## src/rtl/wb_tmo_pkg.sv

```systemverilog
package wb_tmo_pkg;

  typedef enum logic {
    PH_OPEN   = 1'b0,
    PH_KILLED = 1'b1
  } ph_e;

  function automatic int cnt_width(input int lim);
    return (lim < 2) ? 1 : $clog2(lim);
  endfunction

endpackage

```

## src/rtl/wb_tmo_gate.sv

```systemverilog
module wb_tmo_gate (
  input  logic core_cyc_i,
  input  logic core_stb_i,
  input  logic bus_ack_i,
  input  logic killed,
  output logic live,
  output logic core_ack_o,
  output logic core_wait_o,
  output logic bus_cyc_o,
  output logic bus_stb_o
);

  logic req;

  always_comb begin
    req         = core_cyc_i & core_stb_i;
    live        = req & ~killed;
    bus_cyc_o   = core_cyc_i & ~killed;
    bus_stb_o   = core_stb_i & ~killed;
    core_ack_o  = live & bus_ack_i;
    core_wait_o = live;
  end

endmodule

```

## src/rtl/wb_tmo_window.sv

```systemverilog
module wb_tmo_window #(
  parameter int LIMIT = 4096
) (
  input  logic clk,
  input  logic rst,
  input  logic live,
  input  logic ack,
  output logic expire
);

  localparam int CW = wb_tmo_pkg::cnt_width(LIMIT);
  localparam logic [CW-1:0] LAST = CW'(LIMIT - 1);

  logic [CW-1:0] cnt;

  always_ff @(posedge clk) begin
    if (rst || !live || ack) begin
      cnt <= '0;
    end else begin
      cnt <= cnt + 1'b1;
    end
  end

  always_comb begin
    expire = live & ~ack & (cnt == LAST);
  end

endmodule

```

## src/rtl/wb_tmo_ctrl.sv

```systemverilog
module wb_tmo_ctrl (
  input  logic clk,
  input  logic rst,
  input  logic core_cyc_i,
  input  logic core_stb_i,
  input  logic expire,
  output logic killed,
  output logic timeout_o
);

  import wb_tmo_pkg::*;

  ph_e ph_q;
  ph_e ph_d;

  always_comb begin
    ph_d = ph_q;
    case (ph_q)
      PH_OPEN:   if (expire) ph_d = PH_KILLED;
      PH_KILLED: if (!(core_cyc_i && core_stb_i)) ph_d = PH_OPEN;
      default:   ph_d = PH_OPEN;
    endcase
  end

  always_ff @(posedge clk) begin
    if (rst) begin
      ph_q      <= PH_OPEN;
      timeout_o <= 1'b0;
    end else begin
      ph_q      <= ph_d;
      timeout_o <= (ph_q == PH_OPEN) && expire;
    end
  end

  assign killed = (ph_q == PH_KILLED);

endmodule

```

## src/rtl/wb_ack_watchdog.sv

```systemverilog
module wb_ack_watchdog #(
  parameter int LIMIT = 4096
) (
  input  logic clk,
  input  logic rst,
  input  logic core_cyc_i,
  input  logic core_stb_i,
  output logic core_ack_o,
  output logic core_wait_o,
  output logic bus_cyc_o,
  output logic bus_stb_o,
  input  logic bus_ack_i,
  output logic abort_o,
  output logic timeout_o
);

  logic live;
  logic killed;
  logic expire;

  wb_tmo_gate u_gate (
    .core_cyc_i (core_cyc_i),
    .core_stb_i (core_stb_i),
    .bus_ack_i  (bus_ack_i),
    .killed     (killed),
    .live       (live),
    .core_ack_o (core_ack_o),
    .core_wait_o(core_wait_o),
    .bus_cyc_o  (bus_cyc_o),
    .bus_stb_o  (bus_stb_o)
  );

  wb_tmo_window #(.LIMIT(LIMIT)) u_window (
    .clk   (clk),
    .rst   (rst),
    .live  (live),
    .ack   (bus_ack_i),
    .expire(expire)
  );

  wb_tmo_ctrl u_ctrl (
    .clk       (clk),
    .rst       (rst),
    .core_cyc_i(core_cyc_i),
    .core_stb_i(core_stb_i),
    .expire    (expire),
    .killed    (killed),
    .timeout_o (timeout_o)
  );

  assign abort_o = killed;

endmodule

```

## config.mk

```make
export PLATFORM = sky130hd
export DESIGN_NAME = wb_ack_watchdog
export DESIGN_NICKNAME = d
export VERILOG_FILES = /design/src/rtl/wb_tmo_pkg.sv /design/src/rtl/wb_tmo_gate.sv /design/src/rtl/wb_tmo_window.sv /design/src/rtl/wb_tmo_ctrl.sv /design/src/rtl/wb_ack_watchdog.sv
export SDC_FILE = /design/constraint.sdc
export NUM_CORES = 1
export LEC_CHECK = 0
export CORE_UTILIZATION = 48
export DETAILED_ROUTE_END_ITERATION = 16
export MAX_ROUTING_LAYER = met4
export PLACE_DENSITY = 0.72
export SYNTH_ARGS = -nofsm -noshare
export SYNTH_HDL_FRONTEND = slang
export SYNTH_SLANG_ARGS = --single-unit
```

## constraint.sdc

```tcl
create_clock -name clk -period 1.65 [get_ports clk]
set_clock_uncertainty 0.05 [all_clocks]
set_input_delay 0.33 -clock clk [delete_from_list [all_inputs] [get_ports clk]]
set_output_delay 0.33 -clock clk [all_outputs]
set_load 0.005 [all_outputs]
```

==> flow_metrics.tcl <==
set metrics [dict create \
    final_common_cell "dfxtp_1" \
    hold_start "u_window.cnt[0]" \
    track_usage_pct 20.8 \
    grt_pass1_vias 487 \
    synth.distinct_cells 28 \
    postSynthCellCount 69 \
    leakagePower_nw 0.287 \
    slew_violations 0 \
    async_flop_share_pct 0 \
    post_drt_wl_per_cell_um 11.5 \
    ys_ff_latch 14 \
    clock_latency_ns 0.27 \
    fin_crit_ns 1.59 \
    num_io_pins 11 \
    yosysWarnings 0 \
    synth-edff-count 0 \
    core_region_area_sq_mm 0.00116 \
    dp_hpwl_um 801 \
    yosys_most_used_dff "dfxtp_1" \
    finalPower_uw 556 \
    fp.dieW_um 38.1 \
    io_buffers 10 \
    cts_setup_buffers 0 \
    tns_ns 0 \
    finalHoldViolCount 0 \
    clkTransAtPathRegs_ns 0.08 \
    avgSynthCellArea_sq_um 9.05 \
    mostFrequentLayoutCells "13 x dfxtp_1, 6 x a21oi_1" \
    synth_top_area_cell "dfxtp_1" \
    status "complete, no violations" \
    rr_worst_depth 4 \
    r2r_slack_ns 0.14 \
    critPathArrivalTime_ns 1.21 \
    drive_gt1_share_pct 21.2 \
    power-per-cell-area_mw_per_mm2 712 \
    antenna_found_initial 0 \
    ant_nets 0 \
    fin_crit_sh_pct 96.5 \
    irDropWorstVdd_v 0.000436 \
    reg2reg_to "u_window.cnt[10]" \
    clockRootBuffer "clkbuf_4" \
    htree_levels 1 \
    synth_fp_nets 75 \
    final-setup-viol-count 0 \
    path_max_fanout 4 \
    antennaDiodeCount 0 \
    dr.pass1.iters 4 \
    worst_pin_slew_ns 0.345 \
    cts_num_sinks 14 \
    crit_required_ns 1.27 \
    die_area_sq_mm 0.00145 \
    area_delta_synth_final_pct 25.1 \
    vias 549 \
    cts_tree "built" \
    cp-start-kind "flip-flop" \
    hold_slack_ns 0.415 \
    endpoint_kind "output port" \
    wl_mm 1.14 \
    place_congestion 0.736 \
    rr_startpoint "u_window.cnt[0]" \
    netlist_top_cells_area "dfxtp_1 45%, o31ai_1 6.0%, a21oi_1 4.8%, or4_1 4.8%, nand3_1 4.0%" \
    grt_pass1_wl_mm 1.98 \
    vias_per_cell 5.55 \
    grt_max_degree 13 \
    syn_area_sq_um 624 \
    nets 93 \
    rows 12 \
    holdPathStages 1 \
    rsz0062_at_grt "false" \
    grt_overflow 0 \
    cts-buffers-inserted 3 \
    cap_violations 0 \
    synth_top_area_share_pct 44.9 \
    hold_path.class "reg -> reg" \
    drt_iter0_markers 8 \
    slew_headroom_pct 76.9 \
    worstHoldEndpoint "u_window.cnt[0]" \
    clk_path_buf_depth 2 \
    path_class "reg -> out" \
    start_util_pct 54.0 \
    drcViolationCount 0 \
    die_y_um 38.1 \
    yosysSeqAreaShare_pct 44.9 \
    clock.fmax_ghz 0.628 \
]
==> cell usage after synthesis (2+ instances only) <==
cell type / number
dfxtp_1: 14
a21oi_1: 6
nand3_1: 5
nor2_1: 5
o31ai_1: 5
or4_1: 4
inv_1: 3
nand2_1: 3
nor2b_1: 2
o21ai_0: 2
or2_2: 2
xor2_1: 2
==> registers in the layout, indices dropped and copies added (netlist names) <==
name and cells:
u_window.cnt 12, u_ctrl.killed 1, u_ctrl.timeout_o 1
==> worst max-delay path, cell delays in order, from the launching register on <==
cell and delay (ns):
dfxtp_2 0.33, buf_4 0.11, clkdlybuf4s50_1 0.49
==> stage by stage <==
| stage | utilization, % | instances | setup slack [ns] | cell area, sq um |
|---|---|---|---|---|
| floorplan | - | 69 | 0.259 | 624 |
| global placement | 66.1 | 96 | -0.338 | 764 |
| detailed placement | 66.1 | 96 | -0.351 | 764 |
| CTS | 67.3 | 99 | 0.00199 | 778 |
| global route | 67.5 | 99 | 0.00550 | 781 |
| finish | 67.5 | 99 | 0.0570 | 781 |
==> power breakdown <==
part,leakage (nW),switching [mW],internal [mW]
clock,0.0138,0.101,0.0844
sequential,0.113,0.000629,0.338
combinational,0.160,0.0120,0.0199
total,0.287,0.113,0.442
==> layout make-up <==
type                    count  area [sq um]
flip-flops and latches     14           282
clock buffers               3          22.5
repair buffers             15           126
multi-input cells          50           322
well taps                  14          17.5
fillers                    87           375
inverters                   3          11.3
==> metal layers <==
layer	track usage, %	part of all wire (%)
met4	13.4	0
met2	28.8	43
met5	-	0
met3	5.23	3.9
met1	26.6	53
==> kinds of logic (layout without fill, tap and decap cells) <==
logic type               count (synthesis)  count (layout)  share of synthesized area [%]
AND/OR/NAND/NOR                         32              32                           30.7
flip-flops                              14              14                           44.9
AO/OA/AOI/OAI                           13              13                           12.4
buffers and inverters                    5              21                           4.21
XOR/XNOR                                 3               3                           4.21
adder cells (fa/ha/maj)                  1               1                           2.00
multiplexers                             1               1                           1.60
==> worst max path at each step <==
stage	depth (start not counted)	to	slack (ns)	start
after floorplan	4	u_window.cnt[10]	0.26	u_window.cnt[0]
after global placement	4	core_ack_o	-0.34	core_stb_i
after detailed placement	4	core_ack_o	-0.35	core_stb_i
after CTS	4	bus_stb_o	0.002	core_stb_i
after global routing	2	abort_o	0.005	u_ctrl.killed
final	2	abort_o	0.06	u_ctrl.killed
==> timing repair <==
| action | CTS | global route |
|---|---|---|
| hold endpoints to repair | 0 | 0 |
| resized for setup | 7 | 9 |
| endpoints found under the setup margin | 4 | 5 |
| hold buffers | 0 | 0 |
| pin swaps | 2 | 0 |
No activity file was read; power rests on OpenSTA's default activity.
